<file path="config.mk">
export PLATFORM = sky130hd
export DESIGN_NAME = thrcmp_bank
export DESIGN_NICKNAME = d
export VERILOG_FILES = /design/src/rtl/thrcmp_pkg.sv /design/src/rtl/thrcmp_rst_sync.sv /design/src/rtl/thrcmp_avg.sv /design/src/rtl/thrcmp_chan.sv /design/src/rtl/thrcmp_bank.sv
export SDC_FILE = /design/constraint.sdc
export NUM_CORES = 1
export LEC_CHECK = 0
export BUFFER_PORTS_ARGS = -buffer_cell sky130_fd_sc_hd__buf_2
export CAP_MARGIN = 20
export CORE_UTILIZATION = 42
export DETAILED_ROUTE_END_ITERATION = 7
export PLACE_DENSITY = 0.56
export SETUP_SLACK_MARGIN = 0.5
export SYNTH_ARGS = -nofsm -noshare
export SYNTH_HDL_FRONTEND = slang
export SYNTH_HIERARCHICAL = 1
export SYNTH_SLANG_ARGS = --single-unit
</file>
<file path="constraint.sdc">
create_clock -name clk -period 18 [get_ports clk]
set_clock_uncertainty 0.2 [all_clocks]
set_input_delay 0.9 -clock clk [delete_from_list [all_inputs] [get_ports clk]]
set_output_delay 0.9 -clock clk [all_outputs]
set_load 0.02 [all_outputs]
</file>
<file path="src/rtl/thrcmp_pkg.sv">
package thrcmp_pkg;
  // Averaging window length; the divider in thrcmp_avg is written for 4.
  localparam int unsigned AVG_DEPTH = 4;
  localparam int unsigned CNT_W     = $clog2(AVG_DEPTH + 1);

  typedef enum logic {
    CMP_HYST = 1'b0,
    CMP_WIN  = 1'b1
  } cmp_mode_e;
endpackage

</file>
<file path="src/rtl/thrcmp_rst_sync.sv">
module thrcmp_rst_sync (
  input  logic clk,
  input  logic rst_n,
  output logic rst_n_sync
);
  logic [1:0] sync_q;

  always_ff @(posedge clk or negedge rst_n) begin
    if (!rst_n) sync_q <= 2'b00;
    else        sync_q <= {sync_q[0], 1'b1};
  end

  assign rst_n_sync = sync_q[1];
endmodule

</file>
<file path="src/rtl/thrcmp_avg.sv">
module thrcmp_avg
  import thrcmp_pkg::*;
#(
  parameter int unsigned DATA_W = 12
) (
  input  logic              clk,
  input  logic              rst_n,
  input  logic              clr,
  input  logic              smp_en,
  input  logic [DATA_W-1:0] smp,
  output logic [DATA_W-1:0] avg_nxt,
  output logic [DATA_W-1:0] avg_q
);
  localparam int unsigned SUM_W = DATA_W + $clog2(AVG_DEPTH);

  logic [AVG_DEPTH-1:0][DATA_W-1:0] hist_q, hist_d, hist_b;
  logic [CNT_W-1:0]                 cnt_q, cnt_d, cnt_b, cnt_n;
  logic [SUM_W-1:0]                 sum_q, sum_d, sum_b, sum_n;
  logic [DATA_W-1:0]                avg_d;

  function automatic logic [DATA_W-1:0] div_cnt(input logic [SUM_W-1:0] s,
                                                 input logic [CNT_W-1:0] n);
    logic [SUM_W-1:0] q;
    case (n)
      CNT_W'(1): q = s;
      CNT_W'(2): q = s >> 1;
      CNT_W'(3): q = s / SUM_W'(3);
      default:   q = s >> 2;
    endcase
    return q[DATA_W-1:0];
  endfunction

  // History as seen after an optional clear in this cycle
  always_comb begin
    if (clr) begin
      hist_b = '0;
      cnt_b  = '0;
      sum_b  = '0;
    end else begin
      hist_b = hist_q;
      cnt_b  = cnt_q;
      sum_b  = sum_q;
    end
    sum_n   = sum_b + SUM_W'(smp) - SUM_W'(hist_b[AVG_DEPTH-1]);
    cnt_n   = (cnt_b == CNT_W'(AVG_DEPTH)) ? cnt_b : cnt_b + 1'b1;
    avg_nxt = div_cnt(sum_n, cnt_n);
  end

  always_comb begin
    hist_d = hist_q;
    cnt_d  = cnt_q;
    sum_d  = sum_q;
    avg_d  = avg_q;
    if (smp_en) begin
      hist_d = {hist_b[AVG_DEPTH-2:0], smp};
      cnt_d  = cnt_n;
      sum_d  = sum_n;
      avg_d  = avg_nxt;
    end else if (clr) begin
      hist_d = '0;
      cnt_d  = '0;
      sum_d  = '0;
      avg_d  = '0;
    end
  end

  always_ff @(posedge clk or negedge rst_n) begin
    if (!rst_n) begin
      hist_q <= '0;
      cnt_q  <= '0;
      sum_q  <= '0;
      avg_q  <= '0;
    end else begin
      hist_q <= hist_d;
      cnt_q  <= cnt_d;
      sum_q  <= sum_d;
      avg_q  <= avg_d;
    end
  end
endmodule

</file>
<file path="src/rtl/thrcmp_chan.sv">
module thrcmp_chan
  import thrcmp_pkg::*;
#(
  parameter int unsigned DATA_W = 12
) (
  input  logic              clk,
  input  logic              rst_n,
  input  logic              frame_start,
  input  logic              clr_req,
  input  logic              smp_en,
  input  logic [DATA_W-1:0] smp,
  input  logic [DATA_W-1:0] live_hi,
  input  logic [DATA_W-1:0] live_lo,
  input  logic              live_win,
  input  logic              live_avg,
  output logic [DATA_W-1:0] avg_val,
  output logic              cmp_out,
  output logic              pos_evt,
  output logic              neg_evt,
  output logic              clr_pend
);
  logic [DATA_W-1:0] act_hi_q, act_hi_d, act_lo_q, act_lo_d;
  cmp_mode_e         act_mode_q, act_mode_d;
  logic              act_avg_q, act_avg_d;
  logic              pend_d, out_d, pos_d, neg_d;
  logic              clr_now, above, below;
  logic [DATA_W-1:0] avg_nxt, cmp_val;

  // Shadow settings load at the frame boundary; a sample in that cycle sees them
  always_comb begin
    act_hi_d   = act_hi_q;
    act_lo_d   = act_lo_q;
    act_mode_d = act_mode_q;
    act_avg_d  = act_avg_q;
    if (frame_start) begin
      act_hi_d   = live_hi;
      act_lo_d   = live_lo;
      act_mode_d = cmp_mode_e'(live_win);
      act_avg_d  = live_avg;
    end
  end

  assign clr_now = frame_start & clr_pend;
  assign pend_d  = (clr_pend & ~frame_start) | clr_req;

  thrcmp_avg #(.DATA_W(DATA_W)) u_avg (
    .clk     (clk),
    .rst_n   (rst_n),
    .clr     (clr_now),
    .smp_en  (smp_en),
    .smp     (smp),
    .avg_nxt (avg_nxt),
    .avg_q   (avg_val)
  );

  always_comb begin
    cmp_val = act_avg_d ? avg_nxt : smp;
    above   = cmp_val > act_hi_d;
    below   = cmp_val < act_lo_d;
    out_d   = cmp_out;
    if (smp_en) begin
      if (act_mode_d == CMP_WIN) out_d = above | below;
      else if (above)            out_d = 1'b1;
      else if (below)            out_d = 1'b0;
    end
    pos_d = out_d & ~cmp_out;
    neg_d = ~out_d & cmp_out;
  end

  always_ff @(posedge clk or negedge rst_n) begin
    if (!rst_n) begin
      act_hi_q   <= '0;
      act_lo_q   <= '0;
      act_mode_q <= CMP_HYST;
      act_avg_q  <= 1'b0;
      clr_pend   <= 1'b0;
      cmp_out    <= 1'b0;
      pos_evt    <= 1'b0;
      neg_evt    <= 1'b0;
    end else begin
      act_hi_q   <= act_hi_d;
      act_lo_q   <= act_lo_d;
      act_mode_q <= act_mode_d;
      act_avg_q  <= act_avg_d;
      clr_pend   <= pend_d;
      cmp_out    <= out_d;
      pos_evt    <= pos_d;
      neg_evt    <= neg_d;
    end
  end
endmodule

</file>
<file path="src/rtl/thrcmp_bank.sv">
module thrcmp_bank
  import thrcmp_pkg::*;
#(
  parameter int unsigned NUM_CH = 4,
  parameter int unsigned DATA_W = 12,
  localparam int unsigned CH_W  = (NUM_CH > 1) ? $clog2(NUM_CH) : 1
) (
  input  logic                     clk,
  input  logic                     rst_n,
  input  logic                     frame_start,
  input  logic                     smp_vld,
  input  logic [CH_W-1:0]          smp_ch,
  input  logic [DATA_W-1:0]        smp_data,
  input  logic [NUM_CH*DATA_W-1:0] lim_hi,
  input  logic [NUM_CH*DATA_W-1:0] lim_lo,
  input  logic [NUM_CH-1:0]        mode_win,
  input  logic [NUM_CH-1:0]        use_avg,
  input  logic                     common_lim,
  input  logic [NUM_CH-1:0]        flt_clr_req,
  output logic [NUM_CH-1:0]        flt_clr_pend,
  output logic [NUM_CH*DATA_W-1:0] avg_val,
  output logic [NUM_CH-1:0]        cmp_out,
  output logic [NUM_CH-1:0]        pos_evt,
  output logic [NUM_CH-1:0]        neg_evt,
  output logic                     cmp_irq
);
  logic rst_n_int;

  thrcmp_rst_sync u_rst (
    .clk        (clk),
    .rst_n      (rst_n),
    .rst_n_sync (rst_n_int)
  );

  for (genvar c = 0; c < NUM_CH; c++) begin : g_ch
    logic [DATA_W-1:0] hi_sel, lo_sel;
    logic              en;

    assign hi_sel = common_lim ? lim_hi[DATA_W-1:0] : lim_hi[c*DATA_W +: DATA_W];
    assign lo_sel = common_lim ? lim_lo[DATA_W-1:0] : lim_lo[c*DATA_W +: DATA_W];
    assign en     = smp_vld && (smp_ch == CH_W'(c));

    thrcmp_chan #(.DATA_W(DATA_W)) u_chan (
      .clk         (clk),
      .rst_n       (rst_n_int),
      .frame_start (frame_start),
      .clr_req     (flt_clr_req[c]),
      .smp_en      (en),
      .smp         (smp_data),
      .live_hi     (hi_sel),
      .live_lo     (lo_sel),
      .live_win    (mode_win[c]),
      .live_avg    (use_avg[c]),
      .avg_val     (avg_val[c*DATA_W +: DATA_W]),
      .cmp_out     (cmp_out[c]),
      .pos_evt     (pos_evt[c]),
      .neg_evt     (neg_evt[c]),
      .clr_pend    (flt_clr_pend[c])
    );
  end

  assign cmp_irq = |(pos_evt | neg_evt);
endmodule

</file>
# ---- After elaboration in Yosys (flattened, before gate mapping)
# Cells that the tools add are included.
dict set report word_totals {
  elab_cells 230
  register_bits 430
}
dict set report op_classes {
  order_cmp 8
  bitwise 34
  n_eq_ne 19
  muxes 82
  n_reduce_logical 10
  div 4
  addsub 12
}
# operator n
set ops {}
lappend ops {{$mux W48} 8}
lappend ops {{$mux W12} 26}
lappend ops {{$pmux W12 S3} 4}
lappend ops {{$mux W14} 8}
lappend ops {{$add A14 B12 Y14} 4}
lappend ops {{$div A14 B2 Y14 const B} 4}
lappend ops {{$sub A14 B12 Y14} 4}
lappend ops {{$gt A12 B12 Y1} 4}
lappend ops {{$lt A12 B12 Y1} 4}
lappend ops {{$mux W3} 12}
lappend ops {{$eq A3 B2 Y1 const B} 8}
lappend ops {{$mux W1} 24}
lappend ops {{$and A1 B1 Y1} 16}
lappend ops {{$add A3 B1 Y3 const B} 4}
lappend ops {{$eq A3 B1 Y1 const B} 4}
lappend ops {{$eq A3 B3 Y1 const B} 4}
lappend ops {{$not A1 Y1} 9}
lappend ops {{$or A1 B1 Y1} 8}
lappend ops {{$reduce_bool A2 Y1} 4}
lappend ops {{$eq A2 B2 Y1 const B} 2}
lappend ops {{$logic_and A1 B1 Y1} 4}
lappend ops {{$or A4 B4 Y4} 1}
lappend ops {{$reduce_or A4 Y1} 1}
lappend ops {{$eq A2 B1 Y1 const B} 1}
lappend ops {{$logic_not A2 Y1} 1}

# ---- Logic depth before layout (Yosys ltp)
# Gate-level depths: netlist of the first run.
dict set report depth {
  word_depth 14
  ltp_mapped 45
  ltp_nobuf 37
}

# ---- Cells and area by module
# The synthesis of the first run kept the hierarchy.
# mod cells_each seq_area_each_um2 area_per_inst_um2 n_inst
set by_module_without_submodules {}
lappend by_module_without_submodules {{thrcmp_avg at g_ch[0].u_chan.u_avg ...} 722 1926.8 6057.1 3}
lappend by_module_without_submodules {thrcmp_chan 164 750.7 1838.0 4}
lappend by_module_without_submodules {{thrcmp_avg at g_ch[1].u_chan.u_avg} 725 1926.8 6174.7 1}
lappend by_module_without_submodules {thrcmp_bank 186 0.0 829.5 1}
lappend by_module_without_submodules {thrcmp_rst_sync 3 50.0 53.8 1}

# ---- Worst setup path after synthesis of the first run
# OpenSTA, ideal clock, no wires.
dict set report synth_timing {
  path_type {input-to-reg}
  startpoint {input frame_start}
  endpoint {register g_ch[1].u_chan.pos_evt}
  path_slack_ns 8.586
  arrival_ns 9.141
  setup_time_ns 0.073
  cell_stages 37
  required_time_ns 17.727
  cell_sequence {buf_6 -> buf_1 -> and2_1 -> clkbuf_1 -> clkbuf_1 -> buf_1 -> nor2b_1 -> fa_1 -> fa_1 -> nand2b_1 -> a21o_1 -> a21oi_2 -> mux2_2 -> nor4_2 -> nor2_1 -> a2111o_1 -> a2111oi_4 -> buf_2 -> o31ai_1 -> a211oi_4 -> nor2_1 -> mux2_2 -> nand2_1 -> o21ai_0 -> ha_1 -> a21oi_1 -> o221ai_1 -> a21oi_1 -> a21oi_1 -> mux2_2 -> ha_1 -> a2111o_1 -> o2111ai_1 -> a31o_1 -> and3_1 -> o21ai_1 -> nor2_1}
}
dict set report synth_via {
  elab_chain_cells 13
  word_cells_on_any_way 27
}
# item line_no
set synth_rtl {}
lappend synth_rtl {{start: declaration} thrcmp_bank.sv:10} ;# input logic frame_start,
lappend synth_rtl {{$and A1 B1 Y1 (*)} thrcmp_chan.sv:43} ;# assign clr_now = frame_start & clr_pend;
lappend synth_rtl {{via g_ch[1].u_chan.clr_now} thrcmp_chan.sv:26} ;# logic clr_now, above, below;
lappend synth_rtl {{$mux W14 / $mux W3 (equally long branches)} --}
lappend synth_rtl {{$add A14 B12 Y14 (tied with other cells)} thrcmp_avg.sv:44} ;# sum_n = sum_b + SUM_W'(smp) - SUM_W'(hist_b[AVG_DEPTH-1]);
lappend synth_rtl {{$sub A14 B12 Y14 / $mux W3 (equally long branches)} {thrcmp_avg.sv:44, thrcmp_avg.sv:45}}
lappend synth_rtl {{$div A14 B2 Y14 (tied with other cells)} thrcmp_avg.sv:27} ;# CNT_W'(3): q = s / SUM_W'(3);
lappend synth_rtl {{$pmux W12 S3 (*)} thrcmp_avg.sv:24} ;# case (n)
lappend synth_rtl {{via g_ch[1].u_chan.avg_nxt[1]} thrcmp_chan.sv:27} ;# logic [DATA_W-1:0] avg_nxt, cmp_val;
lappend synth_rtl {{$mux W12 (*)} thrcmp_chan.sv:57} ;# cmp_val = act_avg_d ? avg_nxt : smp;
lappend synth_rtl {{$lt A12 B12 Y1} thrcmp_chan.sv:59} ;# below = cmp_val < act_lo_d;
lappend synth_rtl {{$mux W1} thrcmp_chan.sv:64} ;# else if (below) out_d = 1'b0;
lappend synth_rtl {{$mux W1} thrcmp_chan.sv:63} ;# else if (above) out_d = 1'b1;
lappend synth_rtl {{$mux W1 (*)} thrcmp_chan.sv:62} ;# if (act_mode_d == CMP_WIN) out_d = above | below;
lappend synth_rtl {{$mux W1 (*)} thrcmp_chan.sv:61} ;# if (smp_en) begin
lappend synth_rtl {{$and A1 B1 Y1 (*)} thrcmp_chan.sv:66} ;# pos_d = out_d & ~cmp_out;
lappend synth_rtl {{via g_ch[1].u_chan.pos_d} thrcmp_chan.sv:25} ;# logic pend_d, out_d, pos_d, neg_d;
lappend synth_rtl {{end signal: assignment} thrcmp_chan.sv:87} ;# pos_evt <= pos_d;
lappend synth_rtl {{end: declaration} thrcmp_chan.sv:18} ;# output logic pos_evt,
# Mark *: on every way through the listed nets, which the timed path passes. The rest lies on a longest branch.
# A chain may end at the register's enable or synchronous reset.

# ---- Worst setup path after layout of the first run
dict set report layout_timing {
  startpoint {input frame_start}
  endpoint {register g_ch[3].u_chan.pos_evt}
}
dict set report layout_via {
  elab_chain_cells 13
  word_cells_on_any_way 27
}
# item line_no
set layout_rtl {}
lappend layout_rtl {{$and A1 B1 Y1 (*)} thrcmp_chan.sv:43}
lappend layout_rtl {{via g_ch[3].u_chan.clr_now} thrcmp_chan.sv:26}
lappend layout_rtl {{$mux W14 / $mux W3 (equally long branches)} thrcmp_avg.sv:35} ;# if (clr) begin
lappend layout_rtl {{$add A14 B12 Y14 (tied with other cells)} thrcmp_avg.sv:44}
lappend layout_rtl {{$sub A14 B12 Y14 / $mux W3 (equally long branches)} {thrcmp_avg.sv:44, thrcmp_avg.sv:45}}
lappend layout_rtl {{$div A14 B2 Y14 (tied with other cells)} thrcmp_avg.sv:27}
lappend layout_rtl {{$pmux W12 S3 (*)} thrcmp_avg.sv:24}
lappend layout_rtl {{via g_ch[3].u_chan.avg_nxt[0]} thrcmp_chan.sv:27}
lappend layout_rtl {{$mux W12 (*)} thrcmp_chan.sv:57}
lappend layout_rtl {{$lt A12 B12 Y1} thrcmp_chan.sv:59}
lappend layout_rtl {{$mux W1} thrcmp_chan.sv:64}
lappend layout_rtl {{$mux W1} thrcmp_chan.sv:63}
lappend layout_rtl {{$mux W1 (*)} thrcmp_chan.sv:62}
lappend layout_rtl {{$mux W1 (*)} thrcmp_chan.sv:61}
lappend layout_rtl {{$and A1 B1 Y1 (*)} thrcmp_chan.sv:66}
lappend layout_rtl {{via g_ch[3].u_chan.pos_d} thrcmp_chan.sv:25}
lappend layout_rtl {{end signal: assignment} thrcmp_chan.sv:87}
lappend layout_rtl {{end: declaration} thrcmp_chan.sv:18}
# Marked as above.

==> results.yml, run 1 <==
outcome:
  status: "completed"
pwr:
  seq_power_share_pct: 17.5
  p_clk_share_pct: 16.7
  power_density_mw_per_mm2: 178
  p_comb_share_pct: 65.7
  p_switching_mw: 3.23
  internal-power_mw: 3.21
  p_sw_share_pct: 50.2
  finalPower_mw: 6.44
  leakagePower_nw: 16.8
  ir_worst_vdd_mv: 0.0909
sta:
  drv_slew: 0
  timing.fmax_ghz: 0.0915
  tns_ps: 0
  hold_viol_final: 0
  setup_viol: 0
  fin_crit_ps: 10930
  post-route-period-util_pct: 60.7
  rsz0062_at_grt: "false"
  worst_pin_slew_ps: 1110
  relSlewSlack_pct: 25.4
synthesis:
  synth_nets: 4071
  synth_cell_type_count: 93
  yosysTopAreaCellShare_pct: 33.0
  ys_seq_elements: 430
  synth.area.top_cells: "dfrtp_1 33%, mux2i_1 8.0%, ha_1 6.1%, o21ai_0 4.2%, nor2_1 3.8%"
  syn_inst: 3736
  syn_area_sq_mm: 0.0326
  synth_largest_area_cell: "dfrtp_1"
  seq_area_frac_synth_pct: 33.0
  ys_async_sr_fraction_pct: 100
  synth_area_per_cell_sq_um: 8.72
  synth-edff-count: 0
  synthFlopType: "dfrtp_1"
  synth_warnings: 6
setup_path:
  end_kind: "flip-flop"
  critPathMaxFanout: 72
  worstSetupStartpointType: "input port"
  critPathKind: "in -> reg"
  slowest_delay_ps: 890
  cp_slowest_cell: "xor2_1"
  critical_path_required_ps: 18340
  r2r_slack_ps: 7550
  cpMostUsedCell: "nand2_1"
  arrival_ps: 11270
cts:
  numClockSinks: 430
  hold_buffers: 1
  htreeDepth: 2
  cts_tree: "built"
  clk_pin_slew_ps: 60
  clkLatencyLatePin_ps: 620
  cts-buffers-inserted: 51
  cts-root-buf: "clkbuf_16"
  cts_setup_buffers: 0
  ctsResizeCount: 0
  cts_max_path_buffers: 3
route:
  routed_wl_um: 100000
  drc: 0
  ant_nets: 0
  dr.first_iter.drc_count: 2730
  firstDrtPassIters: 5
  vias: 27800
  detail_route.wl_per_cell_um: 20.5
  viasPerCell: 5.69
global_routing:
  grt_use_total_pct: 25.1
  antenna_found_initial: 7
  grt-ovfl-total: 0
  grt_max_degree: 166
  grt_pass1_vias: 25700
  grt_pass1_wl_um: 154000
floorplan:
  die_area_sq_mm: 0.0787
  core_area_sq_mm: 0.0763
  die_x_um: 281
  die-height_um: 281
  ioPinCount: 192
  placementRows: 101
  initial_core_util_pct: 42.7
job:
  cap_violations: 0
layout:
  num-nets-final: 4146
  final_common_cell: "dfrtp_1"
  area_growth_syn_to_layout_pct: 10.9
  utilization_pct: 47.3
  layout_common_cells: "429 x dfrtp_1, 327 x nor2_1, 323 x inv_1"
  drive_gt1_share_pct: 13.1
placed_design:
  dpl.hpwl_um: 72200
  finalWeightedCongestion: 0.893
  portBuffers: 191
hold_path:
  hold_path.class: "reg -> async"
[cells by family (layout without fill, tap and decap cells)]
family,count (synthesis),count (layout),share of synthesized area (%)
AOI/OAI and AO/OA,1005,1005,20.9
xor gates and xnor gates,104,104,2.82
adders and majority gates,208,208,9.09
buffers and inverters,558,675,6.80
DFF,430,430,33.0
muxes,343,343,11.0
other,1,6,0.0115
and+or+nand+nor,1087,1087,16.3
[synthesized netlist by cell type (74+ instances only)]
| cell type | number |
|---|---|
| nor3_1 | 111 |
| nand2_1 | 257 |
| a21oi_1 | 223 |
| mux2_2 | 74 |
| nand2b_1 | 89 |
| a22o_1 | 92 |
| nor2_1 | 330 |
| o21ai_0 | 271 |
| clkbuf_1 | 171 |
| dfrtp_1 | 430 |
| ha_1 | 160 |
| mux2i_1 | 261 |
| inv_1 | 323 |
[critical path, delay by kind of cell]
family,cells,cell delay [ps]
and+or+nand+nor,16,3180
xor gates and xnor gates,1,890
adders and majority gates,4,1700
AOI/OAI and AO/OA,10,3100
buffers and inverters,3,1020
muxes,1,290
[power by group through the flow]
stage | logic [mW] | registers [mW] | clock network, mW
after floorplan | 3.12 | 1.20 | 0
after global placement | 4.15 | 1.15 | 0
after detailed placement | 4.14 | 1.15 | 0
after CTS | 4.16 | 1.13 | 1.10
after global routing | 4.66 | 1.14 | 1.14
final | 4.23 | 1.13 | 1.08
[per-stage QoR]
| step | area [sq um] | std cells | setup WS (ps) | hold slack, ps |
|---|---|---|---|---|
| global placement | 34400 | 4785 | 6710 | 132 |
| global route | 36100 | 4885 | 6370 | 139 |
| finish | 36100 | 4888 | 7070 | 89.0 |
| CTS | 36100 | 4881 | 7280 | 150 |
| floorplan | 32600 | 3736 | 4930 | 131 |
| detailed placement | 34400 | 4785 | 6630 | 136 |
[state kept, by name, summed over array words and instances (netlist names)]
name                      count
g_ch.u_chan/act_hi_q         48
g_ch.u_chan/neg_evt           4
g_ch.u_chan/u_avg/avg_q      48
g_ch.u_chan/act_mode_q        4
g_ch.u_chan/clr_pend          4
u_rst/sync_q                  2
g_ch.u_chan/act_avg_q         4
g_ch.u_chan/cmp_out           4
g_ch.u_chan/u_avg/sum_q      56
g_ch.u_chan/act_lo_q         48
g_ch.u_chan/u_avg/cnt_q      12
g_ch.u_chan/u_avg/hist_q    192
g_ch.u_chan/pos_evt           4
[layout make-up]
cell class | count | area (sq um)
diodes | 5 | 12.5
clock buffers | 72 | 1480
clock inverters | 23 | 254
fillers | 7454 | 40200
inverters | 323 | 1210
multi-input cells | 2748 | 19600
flip-flops and latches | 430 | 10800
well taps | 1030 | 1290
repair buffers | 257 | 1490
[worst paths after layout]
| kind | cells after the start | startpoint | to |
|---|---|---|---|
| hold / removal | 0 | u_rst/sync_q[1]$_DFF_PN0_ | g_ch[0].u_chan/pos_evt$_DFF_PN0_ |
| hold reg to reg | 0 | u_rst/sync_q[1]$_DFF_PN0_ | g_ch[0].u_chan/pos_evt$_DFF_PN0_ |
| min in group clk | 0 | u_rst/sync_q[0]$_DFF_PN0_ | u_rst/sync_q[1]$_DFF_PN0_ |
| setup / recovery | 35 | frame_start | g_ch[3].u_chan/pos_evt$_DFF_PN0_ |
| max in group asynchronous | 3 | u_rst/sync_q[1]$_DFF_PN0_ | g_ch[0].u_chan/u_avg/avg_q[3]$_DFFE_PN0P_ |
| setup reg to reg | 34 | g_ch[3].u_chan/clr_pend$_DFF_PN0_ | g_ch[3].u_chan/pos_evt$_DFF_PN0_ |
[metal layers]
metal	share of wire (%)	GRT usage, %
met5	0	0
met4	2.1	5.72
met3	4.7	3.54
met2	45	39.4
met1	48	36.3
No activity file was read; power rests on OpenSTA's default activity.
==> inputs of run 2 (changes only) <==
Settings changed: PLACE_DENSITY 0.56 to 0.58.
Clock period 18 ns to 9.9 ns, I/O delays scaled along.
==> results.yml, run 2 (synthesized netlist as in run 1, its figures left out) <==
outcome:
  status: "completed"
floorplan:
  core_area_sq_mm: 0.0763
  ioPinCount: 192
  die-height_um: 281
  initial_core_util_pct: 42.7
  placementRows: 101
  die_area_sq_mm: 0.0787
  die_x_um: 281
global_routing:
  grt_max_degree: 77
  grt_pass1_wl_um: 159000
  grt-ovfl-total: 0
  grt_pass1_vias: 26400
  antenna_found_initial: 3
  grt_use_total_pct: 25.9
route:
  viasPerCell: 5.73
  dr.first_iter.drc_count: 2468
  routed_wl_um: 104000
  drc: 0
  detail_route.wl_per_cell_um: 20.8
  vias: 28600
  firstDrtPassIters: 6
  ant_nets: 0
layout:
  antennaDiodeCount: 0
  top_regs: "g_ch.u_chan/u_avg/hist_q x192, g_ch.u_chan/u_avg/sum_q x56"
  area_growth_syn_to_layout_pct: 14.2
  fill_cells: 7339
  layout_common_cells: "429 x dfrtp_1, 326 x nor2_1, 323 x inv_1"
  largest-register: "g_ch.u_chan/u_avg/hist_q"
  drive_gt1_share_pct: 15.6
  largest_reg_flops: 192
  num-nets-final: 4253
  utilization_pct: 48.7
  final_common_cell: "dfrtp_1"
placed_design:
  finalWeightedCongestion: 0.917
  portBuffers: 191
  dpl.hpwl_um: 76600
setup_path:
  timing.rr.end: "g_ch[2].u_chan/pos_evt$_DFF_PN0_"
  critPathMaxFanout: 24
  arrival_ps: 9210
  r2r_start: "g_ch[2].u_chan/clr_pend$_DFF_PN0_"
  critPathKind: "reg -> reg"
  end_kind: "flip-flop"
  slowest_delay_ps: 550
  r2r_slack_ps: 1020
  worstRegToRegCells: 34
  cp_slowest_cell: "or4_4"
  critical_path_required_ps: 10230
  worstSetupStartpointType: "flip-flop"
cts:
  cts_tree: "built"
  clkLatencyLatePin_ps: 600
  cts-buffers-inserted: 50
  htreeDepth: 2
  cts_max_path_buffers: 3
  numClockSinks: 430
  clk_pin_slew_ps: 60
  cts-root-buf: "clkbuf_16"
sta:
  relSlewSlack_pct: 29.2
  setup_viol: 0
  drv_slew: 0
  post-route-period-util_pct: 89.7
  rsz0062_at_grt: "true"
  fin_crit_ps: 8880
  worst_pin_slew_ps: 1030
  timing.fmax_ghz: 0.113
  tns_ps: 0
  hold_viol_final: 0
hold_path:
  min_path_cells: 3
  hold_end: "g_ch[0].u_chan/act_lo_q[5]$_DFF_PN0_"
  min-delay-start: "lim_lo[5]"
  hold_path.class: "in -> reg"
pwr:
  p_clk_share_pct: 15.9
  seq_power_share_pct: 16.9
  ir_worst_vdd_mv: 0.194
  p_switching_mw: 6.03
  p_comb_share_pct: 67.2
  internal-power_mw: 6.15
  leakagePower_nw: 17.3
  power_density_mw_per_mm2: 328
  p_sw_share_pct: 49.5
job:
  cap_violations: 0
-- run 2: cell types whose count changed in the layout (fill, tap and decap cells not counted), moves of 4 or more --
cell / before / now
dlygate4sd3_1: 1 / 21
buf_4: 64 / 148
and2_4: 0 / 4
clkinv_2: 8 / 14
clkbuf_8: 12 / 5
diode_2: 5 / 0
-- run 2: worst max-delay path by stage --
stage	from	end	cells past startpoint
final	g_ch[2].u_chan/clr_pend$_DFF_PN0_	g_ch[2].u_chan/pos_evt$_DFF_PN0_	34
after global routing	g_ch[3].u_chan/clr_pend$_DFF_PN0_	g_ch[3].u_chan/pos_evt$_DFF_PN0_	34
after CTS	g_ch[0].u_chan/clr_pend$_DFF_PN0_	g_ch[0].u_chan/pos_evt$_DFF_PN0_	33
after detailed placement	frame_start	g_ch[0].u_chan/pos_evt$_DFF_PN0_	34
after global placement	frame_start	g_ch[0].u_chan/pos_evt$_DFF_PN0_	33
after floorplan	frame_start	g_ch[1].u_chan/pos_evt$_DFF_PN0_	37
-- run 2: worst max-delay path, delay by kind of cell (launching register included) --
kind / cells / cell delay (ps)
adder cells (fa/ha/maj): 4 / 1290
AO/OA/AOI/OAI: 11 / 3050
flip-flops: 1 / 460
multiplexers: 1 / 270
XOR/XNOR: 1 / 320
buffers and inverters: 2 / 230
AND/OR/NAND/NOR: 15 / 2980
-- run 2: per-stage QoR --
step           std cells  hold WS, ps  worst slack [ps]  power, mW  instance area, sq um
6_report            4989         45.4              1020       12.2                 37200
5_1_grt             4989         36.0               483       13.1                 37200
4_1_cts             4977         7.90               485       12.0                 36900
3_5_place_dp        4863         84.2               259       9.97                 35000
3_3_place_gp        4863         82.7               228       9.96                 35000
2_1_floorplan       3736       -0.591               891       7.84                 32600
-- run 2: power by group through the flow --
stage | Combinational (mW) | Clock, mW | Sequential, mW
2_1_floorplan | 5.67 | 0 | 2.17
3_3_place_gp | 7.87 | 0 | 2.09
3_5_place_dp | 7.88 | 0 | 2.09
4_1_cts | 7.93 | 1.98 | 2.06
5_1_grt | 8.97 | 2.04 | 2.08
6_report | 8.19 | 1.94 | 2.06
-- run 2: timing repair --
| action | 4_1_cts | 5_1_grt |
|---|---|---|
| setup buffers | 0 | 6 |
| endpoints found under the setup margin | 4 | 12 |
| pin swaps | 0 | 8 |
| gates cloned | 0 | 3 |
| resized for setup | 2 | 44 |
| hold endpoints to repair | 21 | 0 |
| hold buffers | 21 | 0 |
-- run 2: cell type report --
type | instances | area [sq um] | area share (%)
flip-flops and latches | 430 | 10800 | 28.9
inverters | 323 | 1210 | 3.26
clock inverters | 30 | 332 | 0.891
well taps | 1030 | 1290 | 3.46
repair buffers | 362 | 2350 | 6.31
clock buffers | 63 | 1370 | 3.69
multi-input cells | 2751 | 19900 | 53.4
-- run 2: layer usage --
metal	share of wire, %	vias to the layer above	global-route usage, %
li1	-	13700	-
met1	48	13900	39.0
met2	44	890	39.2
met3	6.0	101	3.41
met4	2.0	0	5.81
met5	0	-	0
